===== config.mk =====
export PLATFORM = sky130hd
export DESIGN_NAME = scl_phase_gen
export DESIGN_NICKNAME = d
export VERILOG_FILES = /design/src/rtl/scl_gen_pkg.sv /design/src/rtl/scl_tick_div.sv /design/src/rtl/scl_phase_ctr.sv /design/src/rtl/scl_mid_strobe.sv /design/src/rtl/scl_phase_gen.sv
export SDC_FILE = /design/constraint.sdc
export NUM_CORES = 1
export LEC_CHECK = 0
export ABC_CLOCK_PERIOD_IN_PS = 3900
export BUFFER_PORTS_ARGS = -buffer_cell sky130_fd_sc_hd__buf_4
export CORE_MARGIN = 1
export CORE_UTILIZATION = 65
export DETAILED_ROUTE_END_ITERATION = 10
export GPL_TIMING_DRIVEN = 1
export PLACE_DENSITY = 0.93
export RECOVER_POWER = 100
export SYNTH_ARGS = -nofsm -noshare
export SYNTH_HDL_FRONTEND = slang
export SYNTH_SLANG_ARGS = --single-unit
export TNS_END_PERCENT = 1

===== constraint.sdc =====
create_clock -name clk -period 3.9 [get_ports clk]
set_clock_uncertainty 0.1 [all_clocks]
set_input_delay 0.39 -clock clk [delete_from_list [all_inputs] [get_ports clk]]
set_output_delay 0.39 -clock clk [all_outputs]
set_load 0.05 [all_outputs]

===== src/rtl/scl_gen_pkg.sv =====
package scl_gen_pkg;
   typedef enum logic [1:0] {
      PH_IDLE = 2'd0,
      PH_LOW  = 2'd1,
      PH_HIGH = 2'd2
   } scl_phase_e;
endpackage


===== src/rtl/scl_tick_div.sv =====
// Power-of-two prescaler: one tick every (1 << exp_sel) running cycles.
module scl_tick_div #(
   parameter int EXP_W = 4
) (
   input  logic             clk,
   input  logic             rst_n,
   input  logic             run,
   input  logic             clr,
   input  logic [EXP_W-1:0] exp_sel,
   output logic             tick,
   output logic             at_zero
);
   localparam int PRE_W = (1 << EXP_W) - 1;

   logic [PRE_W-1:0] pcnt;
   logic [PRE_W-1:0] lim;

   // Thermometer limit: the low exp_sel bits set gives (1 << exp_sel) - 1.
   generate
      for (genvar gi = 0; gi < PRE_W; gi++) begin : g_lim
         assign lim[gi] = (int'(exp_sel) > gi);
      end
   endgenerate

   assign tick    = run && (pcnt == lim);
   assign at_zero = (pcnt == '0);

   always_ff @(posedge clk or negedge rst_n) begin
      if (!rst_n) begin
         pcnt <= '0;
      end else if (clr) begin
         pcnt <= '0;
      end else if (run) begin
         pcnt <= tick ? '0 : pcnt + 1'b1;
      end
   end
endmodule


===== src/rtl/scl_phase_ctr.sv =====
// Low/high phase sequencer counting prescaled ticks.
module scl_phase_ctr
   import scl_gen_pkg::*;
#(
   parameter int HL_W = 4
) (
   input  logic            clk,
   input  logic            rst_n,
   input  logic            en,
   input  logic            tick,
   input  logic [HL_W-1:0] high_lim,
   input  logic [HL_W-1:0] low_lim,
   output scl_phase_e      phase,
   output logic [HL_W-1:0] cnt
);
   always_ff @(posedge clk or negedge rst_n) begin
      if (!rst_n) begin
         phase <= PH_IDLE;
         cnt   <= '0;
      end else if (!en) begin
         phase <= PH_IDLE;
         cnt   <= '0;
      end else begin
         unique case (phase)
            PH_IDLE: begin
               phase <= PH_LOW;
               cnt   <= '0;
            end
            PH_LOW: begin
               if (tick) begin
                  if (cnt == low_lim) begin
                     phase <= PH_HIGH;
                     cnt   <= '0;
                  end else begin
                     cnt <= cnt + 1'b1;
                  end
               end
            end
            PH_HIGH: begin
               if (tick) begin
                  if (cnt == high_lim) begin
                     phase <= PH_LOW;
                     cnt   <= '0;
                  end else begin
                     cnt <= cnt + 1'b1;
                  end
               end
            end
            default: begin
               phase <= PH_IDLE;
               cnt   <= '0;
            end
         endcase
      end
   end
endmodule


===== src/rtl/scl_mid_strobe.sv =====
// Mid-phase strobes: fire when the tick count reaches half the phase length.
module scl_mid_strobe
   import scl_gen_pkg::*;
#(
   parameter int HL_W = 4
) (
   input  logic            run,
   input  logic            at_zero,
   input  scl_phase_e      phase,
   input  logic [HL_W-1:0] cnt,
   input  logic [HL_W-1:0] high_lim,
   input  logic [HL_W-1:0] low_lim,
   output logic            drive_stb,
   output logic            sample_stb
);
   logic [HL_W:0] mid_lo;
   logic [HL_W:0] mid_hi;
   logic [HL_W:0] cnt_x;

   assign mid_lo = ({1'b0, low_lim}  + 1'b1) >> 1;
   assign mid_hi = ({1'b0, high_lim} + 1'b1) >> 1;
   assign cnt_x  = {1'b0, cnt};

   assign drive_stb  = run && at_zero && (phase == PH_LOW)  && (cnt_x == mid_lo);
   assign sample_stb = run && at_zero && (phase == PH_HIGH) && (cnt_x == mid_hi);
endmodule


===== src/rtl/scl_phase_gen.sv =====
// Top: prescaled SCL timing generator with stretch-aware high phase.
module scl_phase_gen
   import scl_gen_pkg::*;
#(
   parameter int HL_W  = 4,
   parameter int EXP_W = 4
) (
   input  logic             clk,
   input  logic             rst_n,
   input  logic             en,
   input  logic [EXP_W-1:0] cfg_exp,
   input  logic [HL_W-1:0]  cfg_high,
   input  logic [HL_W-1:0]  cfg_low,
   input  logic             scl_in,
   output logic             scl_out,
   output logic             drive_stb,
   output logic             sample_stb
);
   localparam int MAX_TICKS = 2 * (1 << HL_W);

   generate
      if (HL_W < 1 || HL_W > 4) begin : g_bad_hl
         $error("scl_phase_gen: HL_W must be 1..4, got %0d", HL_W);
      end
      if (EXP_W < 1 || EXP_W > 5) begin : g_bad_exp
         $error("scl_phase_gen: EXP_W must be 1..5, got %0d", EXP_W);
      end
      if (MAX_TICKS > 32) begin : g_bad_max
         $error("scl_phase_gen: combined count %0d exceeds 32", MAX_TICKS);
      end
   endgenerate

   scl_phase_e      phase;
   logic [HL_W-1:0] cnt;
   logic            tick;
   logic            at_zero;
   logic            run;
   logic            clr;

   // Counting runs through low, and through high only while the line is high.
   assign run = en && ((phase == PH_LOW) || ((phase == PH_HIGH) && scl_in));
   assign clr = !en || (phase == PH_IDLE);

   scl_tick_div #(.EXP_W(EXP_W)) u_div (
      .clk     (clk),
      .rst_n   (rst_n),
      .run     (run),
      .clr     (clr),
      .exp_sel (cfg_exp),
      .tick    (tick),
      .at_zero (at_zero)
   );

   scl_phase_ctr #(.HL_W(HL_W)) u_ctr (
      .clk      (clk),
      .rst_n    (rst_n),
      .en       (en),
      .tick     (tick),
      .high_lim (cfg_high),
      .low_lim  (cfg_low),
      .phase    (phase),
      .cnt      (cnt)
   );

   scl_mid_strobe #(.HL_W(HL_W)) u_stb (
      .run        (run),
      .at_zero    (at_zero),
      .phase      (phase),
      .cnt        (cnt),
      .high_lim   (cfg_high),
      .low_lim    (cfg_low),
      .drive_stb  (drive_stb),
      .sample_stb (sample_stb)
   );

   assign scl_out = (phase != PH_LOW);
endmodule


==> results of run 1 <==
[area by class of cell]
class                           count  area (µm²)
Fill cell                         246         913
Inverter                            6        22.5
Sequential cell                    21         526
Tap cell                           44        55.1
Clock buffer                        4        26.3
Timing Repair Buffer               20         138
Multi-Input combinational cell    210        1400
[critical path, cell delays in order, from the launching register on]
cell,delay [ns]
dfrtp_1,0.45
inv_1,0.10
ha_1,0.22
a21o_1,0.15
nand2_1,0.19
a2111oi_0,0.46
o2111ai_1,0.60
or4_1,0.69
nand3_1,0.08
[synthesized netlist by cell type, drive strengths merged (2+ instances only)]
library cell | instances | share of area, %
xor2 | 2 | 0.83
dfrtp | 21 | 25
nor4 | 4 | 1.2
nor3b | 5 | 2.0
a21oi | 8 | 1.9
a211oi | 4 | 1.9
and2 | 6 | 1.8
or3 | 2 | 0.59
nor3 | 9 | 2.1
xnor2 | 27 | 11
nor2 | 25 | 4.6
nand2b | 2 | 0.59
o21ai | 7 | 1.7
a31oi | 4 | 1.2
or4 | 3 | 1.1
mux2i | 2 | 0.95
clkbuf | 17 | 3.0
o2111ai | 2 | 1.1
o31ai | 6 | 2.1
and3 | 5 | 1.5
nand3 | 21 | 5.0
ha | 8 | 4.7
inv | 6 | 1.1
nor4b | 3 | 1.2
a41oi | 4 | 1.7
a22o | 2 | 0.83
a21o | 2 | 0.71
buf | 9 | 3.8
nand2 | 20 | 3.5
nor2b | 2 | 0.59
nand4 | 5 | 1.5
[final timing paths]
path,start,endpoint,slack (ns),cells past startpoint
min in group asynchronous,rst_n,u_ctr.cnt[0]$_DFFE_PN0P_,0.71,2
hold / removal,en,u_ctr.phase[1]$_DFFE_PN0P_,0.43,4
hold reg to reg,u_div.pcnt[13]$_DFFE_PN0P_,u_div.pcnt[13]$_DFFE_PN0P_,0.49,1
max in group asynchronous,rst_n,u_div.pcnt[0]$_DFFE_PN0P_,2.32,2
setup / recovery,u_ctr.phase[0]$_DFFE_PN0P_,u_ctr.phase[1]$_DFFE_PN0P_,0.79,8
setup reg to reg,u_ctr.phase[0]$_DFFE_PN0P_,u_ctr.phase[1]$_DFFE_PN0P_,0.79,8
[through the flow]
step,total power [mW],hold WS (ns)
final,0.559,0.433
after CTS,0.568,0.394
after floorplan,0.403,-0.00559
after detailed placement,0.462,0.191
after global routing,0.590,0.436
after global placement,0.456,0.188
[state kept, by name (all words and copies together) (netlist names)]
name / count
u_ctr.cnt: 4
u_ctr.phase: 2
u_div.pcnt: 15
[power by group through the flow]
stage | Clock [mW] | Sequential [mW] | Combinational, mW
3_5_place_dp | 0 | 0.239 | 0.223
3_3_place_gp | 0 | 0.238 | 0.217
5_1_grt | 0.115 | 0.237 | 0.238
2_1_floorplan | 0 | 0.237 | 0.166
4_1_cts | 0.108 | 0.235 | 0.225
6_report | 0.106 | 0.235 | 0.218
[routing by layer]
layer / vias to the layer above / GRT usage (%) / wire length [µm]
met5: - / 0 / 0
met4: 0 / 7.14 / 55
met3: 9 / 2.62 / 345
met2: 88 / 44.6 / 2120
met1: 890 / 42.0 / 2120
li1: 951 / - / -
[cells by family (layout without fill, tap and decap cells)]
logic type	after synthesis	after routing	synth area share, %
multiplexers	3	3	1.48
buffers and inverters	32	30	7.92
adder cells (fa/ha/maj)	8	8	4.73
flip-flops	21	21	24.8
XOR/XNOR	29	29	12.0
AND/OR/NAND/NOR	120	120	30.5
AO/OA/AOI/OAI	50	50	18.5
[what timing repair did]
action	in CTS	in global routing
hold endpoints to repair	21	0
hold buffers	1	0
gates resized for setup	0	0
==> metrics, run 1 <==
Initial Utilization=68.7%; Synth warnings=0; outcome=completed; Place WS=between 1 and 1.5 ns; proportion of layout cells with a drive suffix above 1=9.96%; CTS buffer count=3; nets=approximately 290; Max VDD drop=155 µV; Vias=1,938; fin util=70.3%; drt total wl=4640 µm; max-cap violations=0; crit path max fanout=14; Synth cell types=57; Slew @ Worst Pin=1.12 ns; Synth Cell Area=roughly 2100 µm²; most frequent cells in the layout=xnor2_1 (27), nor2_1 (24), nand3_1 (21), dfrtp_1 (21), nand2_1 (20); grt ovf=0; Clock Tree Buf Depth=2; Initial DRC Count=193; Die X=59.1 µm; clock network fraction of total power=19.0%; placed cells=300; Leak=0.815 nW; HPWL Detailed=between 3000 and 4000 µm; largest net degree at the start of global routing=22; P_sw=0.222 mW; Synth Flop Type=dfrtp_1; Sw Share=39.6%; GRT Overall Usage=28.4%; post-route antenna net violation count=0; # rows=20; final setup fails=0; vias per cell=6.35; worst-skew pair later-pin latency=0.31 ns; antenna cell count=0; Req. time, crit path=slightly above 4 ns; clock slew seen by the registers of the worst setup and hold paths=0.11 ns; Worst slew margin=between 20% and 30%; Setup CP Type=flip-flop to flip-flop; Residual DRC=0; CTS tree=done; antenna violations before repair=0; Mapped Cells=approximately 260; CTS root buf=clkbuf_4; routability cong.=0.875; Avg Inst Size Synth=roughly 8 µm²; Layout area overhead=2.31%; H-tree levels=1; post-synthesis sequential area ratio=between 20% and 30%; Yosys reg bits=21; CP Data Arrival Time=between 3 and 4 ns; placed instance area=between 2000 and 2500 µm²; Fin. Hold Viols=0; Port Buffers=18; Die ar.=3490 µm²; first-pass GRT wire length=7650 µm; Finished Layout Cells=305; vias in the first global route=around 1,700; DRT Pass-1 Iters=4; Seq pwr share=a little over two fifths; # Post-CTS Setup Buffers=0; Max Freq=322 MHz; Die H=59.1 µm; Worst setup EP type=flip-flop; RSZ-0062 raised after global routing=no; HP Class=input pin to flip-flop; Period minus WS final=3.11 ns; design area=approximately 2200 µm²; internal power=0.337 mW; Post-synth ARST share=100%; Mapped Nets=approximately 290; commonest non-fill, non-tap cell in the layout=xnor2_1; PD cells=between 200 and 300 nW/µm²; logic gate share of total power=slightly below 40%; period utilization=79.7%; num ports=19; setup tns final=0 ns; Worst Slack Setup Final=0.793 ns; Post-synth EDFFs=0; startpoint types=flip-flop; Core Box Area=about 3100 µm²; clock sinks=21; Slew Viols, Final=0; Routed wire per std cell=15.2 µm
Power figures use the tool's default switching activity.
==> inputs of run 2 (changes only) <==
--- a/config.mk
+++ b/config.mk
@@ -5,13 +5,14 @@
 export SDC_FILE = /design/constraint.sdc
 export NUM_CORES = 1
 export LEC_CHECK = 0
-export ABC_CLOCK_PERIOD_IN_PS = 3900
+export ABC_AREA = 1
+export ABC_CLOCK_PERIOD_IN_PS = 3260
 export BUFFER_PORTS_ARGS = -buffer_cell sky130_fd_sc_hd__buf_4
 export CORE_MARGIN = 1
-export CORE_UTILIZATION = 65
+export CORE_UTILIZATION = 59
 export DETAILED_ROUTE_END_ITERATION = 10
 export GPL_TIMING_DRIVEN = 1
-export PLACE_DENSITY = 0.93
+export PLACE_DENSITY = 0.87
 export RECOVER_POWER = 100
 export SYNTH_ARGS = -nofsm -noshare
 export SYNTH_HDL_FRONTEND = slang
==> constraint.sdc (replaced) <==
create_clock -name clk -period 3.26 [get_ports clk]
set_clock_uncertainty 0.1 [all_clocks]
set_input_delay 0.326 -clock clk [delete_from_list [all_inputs] [get_ports clk]]
set_output_delay 0.326 -clock clk [all_outputs]
set_load 0.05 [all_outputs]
==> run 2 against run 1 <==
Effect of this change:
- sequential power is 31% higher
- utilization down 3.6 points
- wire length is 6.5% lower
- combinational power up 48%
- highest routed layer unchanged
==> metrics, run 2 <==
nets=322 (+13%); DRT Pass-1 Iters=4 (unchanged); Layout area overhead=7.81%; largest cells by area after synthesis=dfrtp_1 (28%), nand2_1 (13%), nand3_1 (7.9%), xor2_1 (7.9%), inv_1 (6.9%); period utilization=82.3%; Synth warnings=0 (unchanged); drt total wl=4340 µm (-6.5%); startpoint types=flip-flop; routability cong.=0.909 (+3.9%); Mapped Nets=305 (+6.3%); vias in the first global route=1,719 (+2.9%); Initial Utilization=61.9% (-6.8 points); HPWL Detailed=3450 µm (+1.4%); cell with the most instances after synthesis=nand2_1; commonest non-fill, non-tap cell in the layout=nand2_1; antenna violations before repair=0 (unchanged); largest net degree at the start of global routing=22 (unchanged); Vias=1,900 (-2.0%); H-tree levels=1 (unchanged); proportion of layout cells with a drive suffix above 1=8.08% (-1.9 points); fillers=298 (+21%); first-pass GRT wire length=7490 µm (-2.1%); Slew Viols, Final=0 (unchanged); Period minus WS final=2.68 ns; Post-synth ARST share=100% (unchanged); HP Class=input pin to flip-flop; outcome=completed; Synth Cell Area=1890 µm² (-11%); Initial DRC Count=127 (-34%); Die X=58.6 µm (-0.76%); crit path max fanout=4 (-10); Max Freq=roughly 370 MHz; area share of the largest cell type after synthesis=27.8% (+3.0 points); Port Buffers=18 (unchanged); Slew @ Worst Pin=1.15 ns (+0.0285 ns); Routed wire per std cell=12.7 µm (-16%); most frequent cells in the layout=nand2_1 (71), inv_1 (35), nor2_1 (30), nand3_1 (30), dfrtp_1 (21); clock sinks=21 (unchanged); Max VDD drop=323 µV (+110%); register-to-register setup slack=0.94 ns (+0.15 ns); RSZ-0062 raised after global routing=no; Synth cell types=28 (-51%); worst-skew pair later-pin latency=0.31 ns (about the same); Worst Slack Setup Final=0.578 ns (-0.215 ns); post-CTS sizing=0 (unchanged); dominant cell type by area after synthesis=dfrtp_1; worst path cell trace=inv_1, ha_1, nand2_1, o21ai_0, nand4_1, nor4_1, clkbuf_1; grt ovf=0 (unchanged); CP max stage delay=0.49 ns (-0.20 ns); Req. time, crit path=2.83 ns (-1.22 ns); Worst slew margin=23.1% (-1.9 points); Fin. Hold Viols=0 (unchanged); Hold Slack=0.331 ns (-0.102 ns); Place WS=1.15 ns (-0.0427 ns); # Post-CTS Setup Buffers=0 (unchanged); CTS tree=done; GRT Overall Usage=28.5% (+0.065 points); Post-synth EDFFs=0 (unchanged); setup tns final=0 ns (unchanged); Leak=0.925 nW (+13%); Yosys reg bits=21 (unchanged); Synth Flop Type=dfrtp_1; post-synthesis sequential area ratio=27.8% (+3.0 points); Die ar.=3430 µm² (-1.5%); biggest regs=u_div.pcnt: 15 flops, u_ctr.cnt: 4 flops, u_ctr.phase: 2 flops; # rows=20 (unchanged); antenna cell count=0 (unchanged); Finished Layout Cells=341 (+12%); CP Data Arrival Time=2.26 ns (-1.00 ns); Core Box Area=3050 µm² (-0.81%); PD cells=373 nW/µm² (+44%); Mapped Cells=281 (+6.8%); Clock Tree Buf Depth=2 (unchanged); clock slew seen by the registers of the worst setup and hold paths=0.12 ns (about the same); Worst setup EP type=primary output; max-cap violations=0 (unchanged); slowest stage cell, crit path=clkbuf_1; max FFs per register=15 (unchanged); post-route antenna net violation count=0 (unchanged); Hold-fix buffers, CTS=1 (unchanged); CTS root buf=clkbuf_4; Avg Inst Size Synth=6.73 µm² (-16%); num ports=19 (unchanged); Die H=58.6 µm (-0.76%); Synth top cells by count=nand2_1 (67), inv_1 (35), nand3_1 (30), nor2_1 (30), dfrtp_1 (21); vias per cell=5.57 (-12%); CTS buffer count=3 (unchanged); overall power=0.759 mW (+36%); placed cells=336 (+12%); Most flops, register=u_div.pcnt; Residual DRC=0 (unchanged); final setup fails=0 (unchanged); Setup CP Type=flip-flop to primary output
run 2: final timing paths:
kind,startpoint,end,depth (start not counted)
max,u_ctr.phase[0]$_DFFE_PN0P_,sample_stb,7
min,en,u_ctr.phase[0]$_DFFE_PN0P_,5
max reg2reg,u_ctr.phase[0]$_DFFE_PN0P_,u_ctr.phase[0]$_DFFE_PN0P_,13
min reg2reg,u_ctr.phase[1]$_DFFE_PN0P_,u_ctr.phase[1]$_DFFE_PN0P_,2
max in group asynchronous,rst_n,u_ctr.cnt[1]$_DFFE_PN0P_,2
min in group asynchronous,rst_n,u_div.pcnt[9]$_DFFE_PN0P_,2
run 2: logic make-up (layout without fill, tap and decap cells):
logic type	count (synthesis)	after routing	synth area share, %
fa+ha+maj	8	8	5.29
xor+xnor	28	28	13.0
simple gates	157	157	37.0
buf+inv	43	59	9.46
flops	21	21	27.8
compound gates	24	24	7.48
run 2: critical path, delay by kind of cell (launching register included):
family	cells	cell delay (ns)
AOI/OAI and AO/OA	1	0.29
adders and majority gates	1	0.18
buffers and inverters	2	0.58
DFF	1	0.42
and+or+nand+nor	3	0.46
run 2: metrics by stage:
step | instance area [µm²] | utilization (%)
floorplan | 1890 | -
global placement | 2040 | 66.7
detailed placement | 2040 | 66.7
CTS | 2070 | 67.9
global route | 2040 | 66.8
finish | 2040 | 66.8
run 2: power breakdown:
part / switching (mW) / internal (mW)
Clock: 0.0829 / 0.0479
Combinational: 0.216 / 0.106
Sequential: 0.0270 / 0.280
run 2: metal layers:
layer  wire length, µm  up-vias  track usage [%]
li1                  -      943                -
met1              1880      861             36.3
met2              2130       86             49.6
met3               236       10             2.64
met4                96        0             11.9
met5                 0        -                0
run 2: area by class of cell:
type / count / area, µm² / share of cell area, %
Clock buffer: 4 / 26.3 / 1.29
Inverter: 36 / 135 / 6.63
Multi-Input combinational cell: 217 / 1170 / 57.2
Sequential cell: 21 / 526 / 25.8
Tap cell: 44 / 55.1 / 2.70
Timing Repair Buffer: 19 / 130 / 6.38
